$ cat src/rtl/gcg_pkg.sv
package gcg_pkg;

    localparam int          REG_AW     = 3;
    localparam int          BUS_W      = 32;
    localparam logic [31:0] UNLOCK_KEY = 32'h1ACCE551;

    typedef enum logic [REG_AW-1:0] {
        SEL_ALT    = 3'd0,
        SEL_DEN    = 3'd1,
        SEL_PULL   = 3'd2,
        SEL_KEY    = 3'd3,
        SEL_COMMIT = 3'd4
    } reg_sel_e;

    typedef struct packed {
        logic alt;
        logic den;
        logic pull;
        logic key;
        logic commit;
    } wr_dec_t;

    function automatic wr_dec_t decode_write(input logic we, input logic [REG_AW-1:0] a);
        wr_dec_t d;
        d.alt    = we && (a == SEL_ALT);
        d.den    = we && (a == SEL_DEN);
        d.pull   = we && (a == SEL_PULL);
        d.key    = we && (a == SEL_KEY);
        d.commit = we && (a == SEL_COMMIT);
        return d;
    endfunction

    // Next value of one protected select bit under the two-stage guard.
    function automatic logic guarded_next(input logic cur, input logic nxt,
                                          input logic open, input logic cmt);
        return (open && cmt) ? nxt : cur;
    endfunction

endpackage

$ cat src/rtl/gcg_key_lock.sv
module gcg_key_lock
    import gcg_pkg::*;
(
    input  logic             clk,
    input  logic             rst,
    input  logic             wr_en,
    input  logic [BUS_W-1:0] wdata,
    output logic             open
);
    always_ff @(posedge clk) begin
        if (rst)        open <= 1'b0;
        else if (wr_en) open <= (wdata == UNLOCK_KEY);
    end
endmodule

$ cat src/rtl/gcg_plain_reg.sv
module gcg_plain_reg #(
    parameter int             W       = 8,
    parameter logic [W-1:0]   RST_VAL = '0
) (
    input  logic         clk,
    input  logic         rst,
    input  logic         wr_en,
    input  logic [W-1:0] d,
    output logic [W-1:0] q
);
    always_ff @(posedge clk) begin
        if (rst)        q <= RST_VAL;
        else if (wr_en) q <= d;
    end
endmodule

$ cat src/rtl/gcg_alt_bank.sv
module gcg_alt_bank
    import gcg_pkg::*;
#(
    parameter int               NPINS     = 8,
    parameter logic [NPINS-1:0] PROT_MASK = '1
) (
    input  logic             clk,
    input  logic             rst,
    input  logic             wr_en,
    input  logic [NPINS-1:0] d,
    input  logic             open,
    input  logic [NPINS-1:0] commit,
    output logic [NPINS-1:0] q
);
    for (genvar i = 0; i < NPINS; i++) begin : g_bit
        if (PROT_MASK[i]) begin : g_guarded
            always_ff @(posedge clk) begin
                if (rst)        q[i] <= 1'b1;
                else if (wr_en) q[i] <= guarded_next(q[i], d[i], open, commit[i]);
            end
        end else begin : g_free
            always_ff @(posedge clk) begin
                if (rst)        q[i] <= 1'b0;
                else if (wr_en) q[i] <= d[i];
            end
        end
    end
endmodule

$ cat src/rtl/gcg_port_guard.sv
module gcg_port_guard
    import gcg_pkg::*;
#(
    parameter int               NPINS     = 8,
    parameter logic [NPINS-1:0] PROT_MASK = 8'h1F
) (
    input  logic              clk,
    input  logic              rst,
    input  logic [REG_AW-1:0] addr,
    input  logic [BUS_W-1:0]  wdata,
    input  logic              we,
    output logic [BUS_W-1:0]  rdata,
    output logic [NPINS-1:0]  pin_den,
    output logic [NPINS-1:0]  pin_pull_up,
    output logic [NPINS-1:0]  pin_alt_sel
);
    localparam int PAD = BUS_W - NPINS;

    wr_dec_t          dec;
    logic             port_open;
    logic [NPINS-1:0] commit_q;
    logic [BUS_W-1:0] rd_next;

    assign dec = decode_write(we, addr);

    gcg_key_lock u_lock (
        .clk(clk), .rst(rst), .wr_en(dec.key), .wdata(wdata), .open(port_open)
    );

    gcg_plain_reg #(.W(NPINS), .RST_VAL('0)) u_commit (
        .clk(clk), .rst(rst), .wr_en(dec.commit && port_open),
        .d(wdata[NPINS-1:0]), .q(commit_q)
    );

    gcg_plain_reg #(.W(NPINS), .RST_VAL(PROT_MASK)) u_den (
        .clk(clk), .rst(rst), .wr_en(dec.den), .d(wdata[NPINS-1:0]), .q(pin_den)
    );

    gcg_plain_reg #(.W(NPINS), .RST_VAL(PROT_MASK)) u_pull (
        .clk(clk), .rst(rst), .wr_en(dec.pull), .d(wdata[NPINS-1:0]), .q(pin_pull_up)
    );

    gcg_alt_bank #(.NPINS(NPINS), .PROT_MASK(PROT_MASK)) u_alt (
        .clk(clk), .rst(rst), .wr_en(dec.alt), .d(wdata[NPINS-1:0]),
        .open(port_open), .commit(commit_q), .q(pin_alt_sel)
    );

    always_comb begin
        case (addr)
            SEL_ALT:    rd_next = {{PAD{1'b0}}, pin_alt_sel};
            SEL_DEN:    rd_next = {{PAD{1'b0}}, pin_den};
            SEL_PULL:   rd_next = {{PAD{1'b0}}, pin_pull_up};
            SEL_KEY:    rd_next = {{(BUS_W-1){1'b0}}, ~port_open};
            SEL_COMMIT: rd_next = {{PAD{1'b0}}, commit_q};
            default:    rd_next = '0;
        endcase
    end

    always_ff @(posedge clk) begin
        if (rst) rdata <= '0;
        else     rdata <= rd_next;
    end
endmodule

$ cat config.mk
export PLATFORM = sky130hd
export DESIGN_NAME = gcg_port_guard
export DESIGN_NICKNAME = d
export VERILOG_FILES = /design/src/rtl/gcg_pkg.sv /design/src/rtl/gcg_key_lock.sv /design/src/rtl/gcg_plain_reg.sv /design/src/rtl/gcg_alt_bank.sv /design/src/rtl/gcg_port_guard.sv
export SDC_FILE = /design/constraint.sdc
export NUM_CORES = 1
export LEC_CHECK = 0
export ABC_AREA = 1
export BUFFER_PORTS_ARGS = -buffer_cell sky130_fd_sc_hd__buf_2
export CORE_AREA = 2 2 85 87
export CTS_CLUSTER_DIAMETER = 200
export DETAILED_ROUTE_END_ITERATION = 16
export DIE_AREA = 0 0 87 89
export PLACE_DENSITY_LB_ADDON = 0.25
export REMOVE_ABC_BUFFERS = 1
export SLEW_MARGIN = 10
export SYNTH_ARGS = -nofsm -noshare
export SYNTH_HDL_FRONTEND = slang
export SYNTH_SLANG_ARGS = --single-unit
$ cat constraint.sdc
create_clock -name clk -period 2.8 [get_ports clk]
set_input_delay 0.28 -clock clk [delete_from_list [all_inputs] [get_ports clk]]
set_output_delay 0.28 -clock clk [all_outputs]
set_load 0.02 [all_outputs]
Yosys cells after proc, flatten, opt, wreduce, memory -nomap -nowiden --
Cells that the tools add are included.
Word-level totals: flip-flop bits (word level) 65, latch bits 0, bits in writable memories 0, memory bits (read-only) 0, input bits 38, logic and storage cells 37, memories 0
Cells by class: add/subtract/negate cells 0, multiply operators 0, div/mod/pow operators 0, magnitude comparators 0, eq/ne operators 5, shift-type cells 0, multiplexer cells 1, bitwise operators 1, reductions and logical operators 17
Operators by type and width (number):
- $pmux 8 s5 | 1
- $eq 32x29->1 const B | 1
- $logic_and 1x1->1 | 11
- $reduce_and 2->1 | 5
- $eq 3x2->1 const B | 2
- $eq 3x1->1 const B | 1
- $eq 3x3->1 const B | 1
- $logic_not 3->1 | 1
- $not 1->1 | 1

Longest topological paths before layout --
word-level depth 3, depth in mapped cells 8, depth with buffers taken out 8

Hierarchy --
Synthesis repeated with hierarchy kept, for this count alone.
Second synthesis, totals: cells, all modules 341, area total of the unflattened synthesis 2230.9 µm²
By module, submodules not included:
- gcg_port_guard | instances 1, cells each 116, area an instance 734.5 µm², sequential area each 160.2 µm²
- gcg_plain_reg (u_den ...) | instances 2, cells each 41, area an instance 305.3 µm², sequential area each 160.2 µm²
- gcg_plain_reg (u_commit) | instances 1, cells each 51, area an instance 341.6 µm², sequential area each 160.2 µm²
- gcg_alt_bank | instances 1, cells each 41, area an instance 327.8 µm², sequential area each 160.2 µm²
- gcg_key_lock | instances 1, cells each 51, area an instance 216.5 µm², sequential area each 20.0 µm²

Worst setup path before layout --
No wires, ideal clock.
path kind input port to flip-flop, from input addr[1], to register u_alt.q[0], setup time 0.130 ns, arrival 0.970 ns, required time 2.670 ns, setup slack 1.700 ns, cell stages on the path 6, cell sequence nor2_1 > nand2_1 > inv_2 > nand3_2 > o21ai_0 > nand3_1
On the way: cells in the longest elaborated chain, start to end 3
RTL lines:
- from (decl) | RTL line gcg_port_guard.sv:9 | input logic [REG_AW-1:0] addr,
- $logic_not 3->1 | RTL line gcg_pkg.sv:25 | d.alt = we && (a == SEL_ALT);
- $logic_and 1x1->1 | RTL line gcg_pkg.sv:25
- $reduce_and 2->1 (no source line)
- to (signal, indexed assignment) | RTL line gcg_alt_bank.sv:19 | else if (wr_en) q[i] <= guarded_next(q[i], d[i], open, commit[i]);
- to (decl) | RTL line gcg_alt_bank.sv:13 | output logic [NPINS-1:0] q
No other way between the ends. A chain may end at the register's enable or synchronous reset.

Final worst setup path --
from register u_lock.open, to register u_commit.q[6]
On the way: cells in the longest elaborated chain, start to end 1
RTL lines:
- from (decl) | RTL line gcg_key_lock.sv:8 | output logic open
- from (signal assigned) | RTL line gcg_key_lock.sv:12 | else if (wr_en) open <= (wdata == UNLOCK_KEY);
- $logic_and 1x1->1 | RTL line gcg_port_guard.sv:31 | .clk(clk), .rst(rst), .wr_en(dec.commit && port_open),
- to (signal assigned) | RTL line gcg_plain_reg.sv:12 | if (rst) q <= RST_VAL;
- to (signal assigned) | RTL line gcg_plain_reg.sv:13 | else if (wr_en) q <= d;
- to (decl) | RTL line gcg_plain_reg.sv:9 | output logic [W-1:0] q
No other way between the ends.

==> run_summary.xml <==
<?xml version="1.0" encoding="UTF-8"?>
<metrics>
  <group name="synth">
    <metric name="synth.cell_area" unit="mm²">0.00198</metric>
    <metric name="syn_area_per_cell" unit="µm²">7.06</metric>
    <metric name="synth_cell_types" unit="">22</metric>
    <metric name="post_synth_inst_count" unit="">280</metric>
    <metric name="synth-seq-cells" unit="">41</metric>
    <metric name="synth.yosys.warnings" unit="">0</metric>
    <metric name="synth-seq-area-share" unit="%">41.5</metric>
  </group>
  <group name="worst_setup_path">
    <metric name="r2r-start" unit="">u_lock.open</metric>
    <metric name="regToRegSetupSlack" unit="ns">1.26</metric>
    <metric name="reg2reg_to" unit="">u_commit.q[6]</metric>
    <metric name="crit_path_start" unit="">u_lock.open</metric>
    <metric name="crit_arrival" unit="ns">1.68</metric>
    <metric name="reg2reg_depth" unit="">3</metric>
    <metric name="critical_path_class" unit="">flop to flop</metric>
    <metric name="critical_path.endpoint_type" unit="">flop</metric>
    <metric name="crit_chain" unit="">nand4_1, o21ai_0, a21oi_1</metric>
    <metric name="slowest_stage_cell_cp" unit="">nand4_1</metric>
    <metric name="critical_path_buf_inv_count" unit="">0</metric>
    <metric name="critPathRequiredTime" unit="ns">2.95</metric>
    <metric name="critical_path_peak_fanout" unit="">16</metric>
    <metric name="kind_of_launch_point_of_the_worst_setup_path" unit="">flop</metric>
    <metric name="max_stage_delay" unit="ns">0.56</metric>
    <metric name="worst_path_dominant_cell_family" unit="">simple AND/OR/NAND/NOR gates</metric>
  </group>
  <group name="grt">
    <metric name="grt_overflow" unit="">0</metric>
    <metric name="grt_start_max_net_pins" unit="">33</metric>
    <metric name="first_pass_grt_wire_length" unit="µm">8440</metric>
    <metric name="grt_use_total" unit="%">13.8</metric>
    <metric name="number_of_antenna_violations_at_the_first_check_in_global_routing" unit="">0</metric>
    <metric name="number_of_global_route_vias_before_repair" unit="">1817</metric>
  </group>
  <group name="detailed_routing">
    <metric name="route.detailed.wl_per_inst" unit="µm">11.9</metric>
    <metric name="route.detailed.vias_per_inst" unit="">4.38</metric>
    <metric name="via_count" unit="">1877</metric>
    <metric name="drtIter0Drc" unit="">80</metric>
    <metric name="drc" unit="">0</metric>
    <metric name="dr.pass1.iters" unit="">4</metric>
    <metric name="finalWirelength" unit="µm">5090</metric>
    <metric name="final_antenna_net_count" unit="">0</metric>
  </group>
  <group name="place">
    <metric name="place_inst" unit="">421</metric>
    <metric name="io_buffers" unit="">69</metric>
    <metric name="dpl-instance-area" unit="mm²">0.00229</metric>
    <metric name="gp_routability_congestion" unit="">0.787</metric>
    <metric name="dp.final_hpwl" unit="µm">3850</metric>
  </group>
  <group name="power_and_ir_drop">
    <metric name="seqPwrFrac" unit="%">47.9</metric>
    <metric name="irDropWorstVdd" unit="mV">0.182</metric>
    <metric name="total_power" unit="mW">1.26</metric>
    <metric name="p_per_area" unit="mW/mm²">525</metric>
    <metric name="combPwrFrac" unit="%">13.4</metric>
    <metric name="p_sw_share" unit="%">25.6</metric>
    <metric name="netSwitchingPower" unit="µW">324</metric>
    <metric name="p_int" unit="µW">939</metric>
    <metric name="leakage" unit="nW">1.17</metric>
    <metric name="clock_share_of_power" unit="%">38.7</metric>
  </group>
  <group name="finish">
    <metric name="fin_util" unit="%">35.8</metric>
    <metric name="insertedDiodeCount" unit="">0</metric>
    <metric name="layout.area.seq" unit="µm²">821</metric>
    <metric name="multi_input_gate_area" unit="µm²">863</metric>
    <metric name="syn_to_final_growth" unit="%">21.7</metric>
    <metric name="design.final.nets" unit="">386</metric>
    <metric name="fin_cells" unit="">429</metric>
    <metric name="n_fill_cell" unit="">737</metric>
    <metric name="drive_above_1_share" unit="%">24.9</metric>
    <metric name="final_cell_area" unit="mm²">0.00241</metric>
  </group>
  <group name="floorplanning">
    <metric name="die_width" unit="µm">87</metric>
    <metric name="floorplan.rows" unit="">30</metric>
    <metric name="die_h" unit="µm">89</metric>
    <metric name="start_util" unit="%">29.4</metric>
    <metric name="design.portCount" unit="">94</metric>
    <metric name="core_area" unit="mm²">0.00672</metric>
    <metric name="die_area" unit="mm²">0.00774</metric>
  </group>
  <group name="clocking">
    <metric name="clock_tree_from_tritoncts" unit="">built</metric>
    <metric name="cts_made_buffers" unit="">5</metric>
    <metric name="tritoncts_num_sinks" unit="">41</metric>
    <metric name="clk_latency" unit="ns">0.29</metric>
    <metric name="post_cts_resize_count" unit="">0</metric>
    <metric name="cts_hold_buf" unit="">0</metric>
    <metric name="cts_root_buffer" unit="">clkbuf_8</metric>
    <metric name="cts-htree-levels" unit="">2</metric>
    <metric name="path_clk_slew" unit="ns">0.08</metric>
    <metric name="total_setup_buffers_inserted_after_cts" unit="">0</metric>
    <metric name="longest_clk_path_bufs" unit="">2</metric>
  </group>
  <group name="worst_hold_path">
    <metric name="hold_class" unit="">input pin to flop</metric>
    <metric name="hold_depth" unit="">3</metric>
    <metric name="whs_endpoint" unit="">u_alt.q[1]</metric>
    <metric name="hold_path.startpoint" unit="">wdata[1]</metric>
  </group>
  <group name="sta">
    <metric name="post-route-period-util" unit="%">54.9</metric>
    <metric name="tightest_slew" unit="ns">0.942</metric>
    <metric name="finClkSkew" unit="ns">0.00692</metric>
    <metric name="timing_max_transition_violations_final" unit="">0</metric>
    <metric name="hold_viol" unit="">0</metric>
    <metric name="maxSlewHeadroom" unit="%">37.1</metric>
    <metric name="period_minus_slack" unit="ns">1.54</metric>
    <metric name="setup_violations" unit="">0</metric>
    <metric name="max_freq" unit="GHz">0.651</metric>
    <metric name="unrepaired_setup_endpoints_after_global_routing" unit="">false</metric>
    <metric name="setup_tns" unit="ns">0</metric>
  </group>
  <group name="flow_run">
    <metric name="drv.max_cap_violation_count" unit="">0</metric>
  </group>
  <group name="status">
    <metric name="status" unit="">complete, no violations</metric>
  </group>
</metrics>
==> worst min-delay path: stages <==
cell and delay (ns):
buf_2 0.10, nand3_1 0.07, nand3_1 0.07
==> layer usage <==
layer	global-route usage, %	up-vias	routed length (µm)
li1	-	978	-
met1	16.8	832	2350
met2	24.6	59	2440
met3	3.32	8	239
met4	3.27	0	56
met5	0	-	0
==> worst max-delay path by stage <==
stage / to / slack (ns) / cells after the start
floorplan: u_commit.q[0] / 1.61 / 4
global placement: u_commit.q[5] / 1.10 / 5
detailed placement: u_commit.q[3] / 1.09 / 5
CTS: u_commit.q[6] / 1.28 / 3
global route: u_commit.q[6] / 1.01 / 3
finish: u_commit.q[6] / 1.26 / 3
==> cells by family after synthesis <==
| logic type | count (synthesis) | synth area share, % |
|---|---|---|
| flops | 41 | 41.5 |
| compound gates | 56 | 15.7 |
| simple gates | 108 | 23.3 |
| buf+inv | 74 | 19.2 |
| other cells | 1 | 0.190 |
==> power by group through the flow <==
stage	combinational [mW]	sequential (mW)	clock (mW)
3_5_place_dp	0.169	0.619	0
5_1_grt	0.190	0.607	0.528
4_1_cts	0.169	0.605	0.497
6_report	0.169	0.605	0.489
2_1_floorplan	0.0821	0.637	0
3_3_place_gp	0.168	0.619	0
==> cell usage after synthesis, drive strengths merged <==
cell type,number,area [µm²]
o21ai,27,143
a21oi,18,90.1
dfxtp,41,821
nor3,1,16.3
clkbuf,2,7.51
nand2,54,208
o22ai,7,43.8
nand4,1,6.26
buf,29,211
inv,43,161
nand3,23,120
conb,1,3.75
nor2,29,111
o211ai,4,35.0
==> state kept, by name (all words and copies together) (netlist names) <==
name         cells
rdata            8
u_alt.q          8
u_commit.q       8
u_den.q          8
u_lock.open      1
u_pull.q         8
==> cells in the final DEF (no fill, tap or decap), drive strengths merged <==
cell type,count
a21oi,18
buf,69
bufinv,1
clkbuf,7
conb,24
dfxtp,41
inv,43
nand2,54
nand3,23
nand4,1
nor2,29
nor3,1
o211ai,4
o21ai,27
o22ai,7
==> metrics by stage <==
step,hold slack (ns),setup slack [ns]
floorplan,0.349,1.61
global placement,0.445,1.10
detailed placement,0.448,1.09
CTS,0.264,1.28
global route,0.258,1.01
finish,0.259,1.26
==> area by class of cell <==
type	count	area share, %
timing repair buffer	69	14.3
inverter	43	6.70
tap	80	4.16
clock inverter	1	1.25
clock buffer	7	3.59
sequential	41	34.1
multi-input combinational	188	35.9
(Power assumes the default switching activity.)
